--- config.mk ---
export PLATFORM = sky130hd
export DESIGN_NAME = mpb_uart_tx
export DESIGN_NICKNAME = d
export VERILOG_FILES = /design/src/rtl/mpbtx_pkg.sv /design/src/rtl/mpbtx_bitclk.sv /design/src/rtl/mpbtx_hold.sv /design/src/rtl/mpbtx_shift.sv /design/src/rtl/mpb_uart_tx.sv
export SDC_FILE = /design/constraint.sdc
export NUM_CORES = 1
export LEC_CHECK = 0
export BUFFER_PORTS_ARGS = -buffer_cell sky130_fd_sc_hd__buf_2
export CORE_UTILIZATION = 35
export CTS_CLUSTER_SIZE = 40
export DETAILED_ROUTE_END_ITERATION = 10
export GPL_TIMING_DRIVEN = 0
export MAX_ROUTING_LAYER = met4
export PLACE_DENSITY = 0.54
export SLEW_MARGIN = 20
export SYNTH_ARGS = -nofsm -noshare
export SYNTH_HDL_FRONTEND = slang
export SYNTH_SLANG_ARGS = --single-unit
--- constraint.sdc ---
create_clock -name clk -period 4.48 [get_ports clk]
set_input_delay 0.672 -clock clk [delete_from_list [all_inputs] [get_ports clk]]
set_output_delay 0.672 -clock clk [all_outputs]
set_load 0.03 [all_outputs]
--- src/rtl/mpbtx_pkg.sv ---
package mpbtx_pkg;
  typedef enum logic [1:0] {
    ST_OFF  = 2'd0,
    ST_PRE  = 2'd1,
    ST_IDLE = 2'd2,
    ST_SEND = 2'd3
  } tx_state_e;
endpackage

--- src/rtl/mpbtx_bitclk.sv ---
module mpbtx_bitclk #(
  parameter int OVS = 16
) (
  input  logic clk,
  input  logic rst_n,
  input  logic run,
  input  logic baud_tick,
  output logic bit_end
);
  localparam int CW = (OVS > 1) ? $clog2(OVS) : 1;
  logic [CW-1:0] cnt;

  assign bit_end = run && baud_tick && (cnt == CW'(OVS - 1));

  always_ff @(posedge clk or negedge rst_n) begin
    if (!rst_n)             cnt <= '0;
    else if (!run)          cnt <= '0;
    else if (bit_end)       cnt <= '0;
    else if (baud_tick)     cnt <= cnt + 1'b1;
  end
endmodule

--- src/rtl/mpbtx_hold.sv ---
module mpbtx_hold #(
  parameter int DW = 8
) (
  input  logic          clk,
  input  logic          rst_n,
  input  logic          wr_valid,
  input  logic [DW-1:0] wr_data,
  input  logic          wr_mpb,
  input  logic          take,
  input  logic          set_done,
  output logic [DW-1:0] hold_data,
  output logic          hold_mpb,
  output logic          empty,
  output logic          done,
  output logic          accept
);
  assign accept = wr_valid && empty;

  always_ff @(posedge clk or negedge rst_n) begin
    if (!rst_n) begin
      hold_data <= '0;
      hold_mpb  <= 1'b0;
      empty     <= 1'b1;
      done      <= 1'b1;
    end else begin
      if (accept) begin
        hold_data <= wr_data;
        hold_mpb  <= wr_mpb;
        empty     <= 1'b0;
      end else if (take) begin
        empty     <= 1'b1;
      end
      if (accept)        done <= 1'b0;
      else if (set_done) done <= 1'b1;
    end
  end
endmodule

--- src/rtl/mpbtx_shift.sv ---
module mpbtx_shift #(
  parameter int DW = 8
) (
  input  logic          clk,
  input  logic          rst_n,
  input  logic          load_data,
  input  logic          load_fill,
  input  logic          bit_end,
  input  logic [DW-1:0] data_in,
  input  logic          mpb_in,
  output logic          line,
  output logic          last_bit
);
  localparam int FW = DW + 3;
  localparam int IW = $clog2(FW);

  function automatic logic [FW-1:0] frame_of(input logic [DW-1:0] d, input logic m);
    return {1'b1, m, d, 1'b0};
  endfunction

  logic [FW-1:0] frame;
  logic [IW-1:0] idx;

  assign line     = frame[0];
  assign last_bit = (idx == IW'(FW - 1));

  always_ff @(posedge clk or negedge rst_n) begin
    if (!rst_n) begin
      frame <= '1;
      idx   <= '0;
    end else if (load_data) begin
      frame <= frame_of(data_in, mpb_in);
      idx   <= '0;
    end else if (load_fill) begin
      frame <= '1;
      idx   <= '0;
    end else if (bit_end) begin
      frame <= {1'b1, frame[FW-1:1]};
      if (!last_bit) idx <= idx + 1'b1;
    end
  end
endmodule

--- src/rtl/mpb_uart_tx.sv ---
module mpb_uart_tx #(
  parameter int DATA_W = 8,
  parameter int OVS    = 16
) (
  input  logic              clk,
  input  logic              rst_n,
  input  logic              baud_tick,
  input  logic              tx_en,
  input  logic              wr_valid,
  input  logic [DATA_W-1:0] wr_data,
  input  logic              wr_mpb,
  input  logic              port_dir,
  input  logic              port_dat,
  output logic              txd,
  output logic              tdr_empty,
  output logic              tx_done,
  output logic              txe_req
);
  import mpbtx_pkg::*;

  tx_state_e state, state_nxt;
  logic bit_end, line, last_bit, frame_end, run;
  logic load_ev, fill_ev, set_done, wr_accept;
  logic sending, quiet, off;
  logic [DATA_W-1:0] hold_data;
  logic hold_mpb;

  assign run       = (state == ST_PRE) || (state == ST_SEND);
  assign frame_end = run && bit_end && last_bit;
  assign sending   = (state == ST_SEND);
  assign quiet     = (state == ST_IDLE);
  assign off       = (state == ST_OFF);

  always_comb begin
    state_nxt = state;
    load_ev   = 1'b0;
    fill_ev   = 1'b0;
    set_done  = 1'b0;
    unique case (state)
      ST_OFF: if (tx_en) begin
        state_nxt = ST_PRE;
        fill_ev   = 1'b1;
      end
      ST_PRE, ST_SEND: begin
        if (!tx_en) state_nxt = ST_OFF;
        else if (frame_end) begin
          if (!tdr_empty) begin
            load_ev   = 1'b1;
            state_nxt = ST_SEND;
          end else begin
            set_done  = 1'b1;
            state_nxt = ST_IDLE;
          end
        end
      end
      ST_IDLE: begin
        if (!tx_en) state_nxt = ST_OFF;
        else if (!tdr_empty) begin
          load_ev   = 1'b1;
          state_nxt = ST_SEND;
        end
      end
      default: state_nxt = ST_OFF;
    endcase
  end

  always_ff @(posedge clk or negedge rst_n) begin
    if (!rst_n) state <= ST_OFF;
    else        state <= state_nxt;
  end

  mpbtx_bitclk #(.OVS(OVS)) u_bitclk (
    .clk(clk), .rst_n(rst_n), .run(run), .baud_tick(baud_tick), .bit_end(bit_end)
  );

  mpbtx_hold #(.DW(DATA_W)) u_hold (
    .clk(clk), .rst_n(rst_n), .wr_valid(wr_valid), .wr_data(wr_data), .wr_mpb(wr_mpb),
    .take(load_ev), .set_done(set_done), .hold_data(hold_data), .hold_mpb(hold_mpb),
    .empty(tdr_empty), .done(tx_done), .accept(wr_accept)
  );

  mpbtx_shift #(.DW(DATA_W)) u_shift (
    .clk(clk), .rst_n(rst_n), .load_data(load_ev), .load_fill(fill_ev), .bit_end(bit_end),
    .data_in(hold_data), .mpb_in(hold_mpb), .line(line), .last_bit(last_bit)
  );

  assign txd     = off ? (port_dir ? port_dat : 1'b1) : (run ? line : 1'b1);
  assign txe_req = tdr_empty && !off;
endmodule

==> out/qor_table.md <==
| Metric | Value |
|---|---|
| Post-Layout Inst Area | 1820 um^2 |
| Area after detailed placement | 1730 um^2 |
| Number of buffers added on ports | 18 |
| Number of buffers inserted by hold repair at cts | 0 |
| Post-cts repair resize count | 0 |
| Layout Nets | 183 |
| Worst-case hold slack | 0.420 ns |
| Total routed wirelength | 3090 um |
| Final cycle utilization of the critical path | 47.9% |
| Initial antenna violation count | 0 |
| Largest family of logic cells by synthesized area | simple AND/OR/NAND/NOR gates |
| Wire length of the first global-routing pass | 5320 um |
| Compound-gate portion of the synthesized area | 14.3% |
| Most used flip-flop cell after synthesis | dfrtp_1 |
| Vias per Instance | 5.08 |
| Count of vias placed by the detailed router | 1,103 |
| X dimension of the die | 69.1 um |
| Type of the most critical hold path | in2async |
| Highest net fanout along the worst path | 9 |
| Setup repair after global routing missed its margin | false |
| Standard-cell row count | 24 |
| Highest ir drop seen on vdd | 200 uV |
| Final setup violation count | 0 |
| Maximum level of the CTS H-tree | 2 |
| CP Launch Type | flip-flop |
| Max Cap Violations | 0 |
| Effective utilization at floorplan | 36.2% |
| Number of global-route vias before repair | 1,103 |
| Avg WL per Cell | 14.2 um |
| Ordered cell list for the critical path | clkbuf_1 -> o21a_1 -> buf_2 |
| Post-Synth XOR/XNOR Area | 2.22% |
| Data arrival time of the critical path | 1.47 ns |
| Fillcell total | 408 |
| Top cell family by delay on the critical path | flip-flops |
| Element type at the critical path end | primary output |
| Final TNS setup | 0 ns |
| Pin count of the biggest net entering global routing | 32 |
| Clock-pin slew of the registers on the worst-case setup and hold paths | 0.07 ns |
| Placed wire-length estimate after detailed placement | 2200 um |
| Max clock buf depth | 2 |
| Source-to-sink clock delay at the later pin of the worst-skew pair | 0.29 ns |
| Synth-to-layout area growth | 15.6% |
| Dominant cell by count in the synthesized netlist | dfrtp_1 |
| Average cell area after synthesis | 11.3 um^2 |
| Crit path kind | reg2out |
| Max incr delay on CP | 0.53 ns |
| Total die area | 4770 um^2 |
| Proportion of synthesized flip-flops having asynchronous set or reset | 100% |
| Leakage Power | 0.000811 uW |
| Most frequent cells after synthesis | dfrtp_1, nor2_1, dfstp_2, mux2_2, nand2_1 |
| Arithmetic-cell share of the synthesized area counting full adders, half adders and majority gates | 2.38% |
| Gr usage total | 14.7% |
| 1st-pass router iterations | 4 |
| Number of instances in the synthesized netlist | 139 |
| Critical Path Slowest Stage Cell | dfstp_2 |
| Crit path buf inv count | 2 |
| Result of the run | completed |
| Syn. warnings | 0 |
| Final Slew Violations | 0 |
| Netlist cell types | 43 |
| Number of buffers added by the clock tree synthesis step | 5 |
| Post-layout min period | 2.15 ns |
| Core area | 4350 um^2 |
| Total clock sinks | 31 |
| Synth Net Count | 158 |
| Drc violations | 0 |
| Count of flip-flops with a built-in enable after synthesis | 0 |
| Share of cell area taken by muxes after synthesis | 8.74% |
| Post-synthesis instance area | 1580 um^2 |
| Initial DRC count | 51 |
| Top area cells in the synthesized netlist | dfrtp_1, dfstp_2, mux2_2 |
| Max-slew headroom at the worst pin | 54.9% |
| CTS tree | done |
| GP Congestion | 0.771 |
| Post-CTS Repair Setup Buffers | 0 |
| Pwr dens | 297 nW/um^2 |
| Max frequency | 466 MHz |
| Number of register bits inferred by synthesis | 31 |
| Share of Yosys cell area claimed by the top area cell type | 30.2% |
| Worst endpoint required time | 3.81 ns |
| Simple-gate area share of the yosys netlist | 18.2% |
| Clock root buffer | clkbuf_8 |
| Fraction of the yosys area taken by sequential cells | 50.2% |
| Antenna Diode Count | 0 |
| Pin slew with the least headroom to its limit | 0.676 ns |
| Cell accounting for the most synthesized area | dfrtp_1 |
| Post-route clock skew | 0.00929 ns |
| Die H | 69.1 um |
| Final hold violation count | 0 |
| Antenna violation net count after detailed routing | 0 |
| Grt total ovfl | 0 |
| Layout cell share with drive strength beyond 1 | 38.8% |
| I/O pins | 20 |
[worst paths after layout]
kind	start	end	slack [ns]	depth (start not counted)
min in group clk	u_hold.hold_mpb	u_shift.frame[9]	0.49	2
hold reg to reg	u_hold.hold_mpb	u_shift.frame[9]	0.49	2
max in group asynchronous	rst_n	state[1]	3.62	1
setup reg to reg	u_shift.idx[0]	u_shift.frame[5]	2.58	7
setup / recovery	u_hold.empty	txe_req	2.33	3
hold / removal	rst_n	u_bitclk.cnt[0]	0.42	1
[where the power goes]
group | internal, uW | switching (uW) | total, uW
Sequential | 284 | 2.57 | 287
Clock | 124 | 99.4 | 223
Combinational | 11.2 | 20.5 | 31.7
Total | 419 | 123 | 541
[stage by stage]
step,std cells,total power (uW),worst slack (ns),utilization [%]
2_1_floorplan,139,307,2.52,-
3_3_place_gp,209,323,2.48,39.7
3_5_place_dp,209,324,2.45,39.7
4_1_cts,217,550,2.32,41.8
5_1_grt,217,565,2.25,41.8
6_report,217,541,2.33,41.8
[final cells by class]
| type | count | area, um^2 | area share [%] |
|---|---|---|---|
| Buffer | 5 | 36.3 | 1.99 |
| Clock buffer | 7 | 86.3 | 4.74 |
| Clock inverter | 1 | 5.00 | 0.275 |
| Inverter | 7 | 26.3 | 1.44 |
| Multi-Input combinational cell | 96 | 722 | 39.6 |
| Sequential cell | 31 | 791 | 43.4 |
| Tap cell | 52 | 65.1 | 3.57 |
| Timing Repair Buffer | 18 | 90.1 | 4.95 |
[logic make-up (layout without fill, tap and decap cells)]
kind of cell / after synthesis / after routing
AO/OA/AOI/OAI: 26 / 26
XOR/XNOR: 4 / 4
adder cells (fa/ha/maj): 3 / 3
buffers and inverters: 12 / 38
flip-flops: 31 / 31
multiplexers: 12 / 12
AND/OR/NAND/NOR: 51 / 51
[registers in the layout, summed over array words and instances (netlist names)]
name / count
u_hold.hold_mpb: 1
u_shift.frame: 10
u_bitclk.cnt: 4
u_hold.empty: 1
u_shift.idx: 4
u_hold.hold_data: 8
u_hold.done: 1
state: 2
[placed cells by master, fill, tap and decap left out, types with 2 or more instances in the layout]
cell type  instances
a211o_1            2
a21oi_1            7
a31oi_1            2
and3_1             2
buf_2             20
clkbuf_1           2
clkbuf_8           6
dfrtp_1           19
dfstp_2           12
ha_1               3
inv_1              7
mux2_2            10
nand2_1            8
nand3_1            4
nand3b_1           6
nor2_1            18
nor3_1             3
o21a_1             2
o221a_2            4
xnor2_1            2
xor2_1             2
[layer usage]
layer,track usage (%),part of all wire (%),vias up
met5,-,0,-
met4,7.26,1.1,0
met3,5.26,5.2,4
li1,-,-,550
met1,19.4,49,526
met2,19.8,44,23
(Power assumes the default switching activity.)
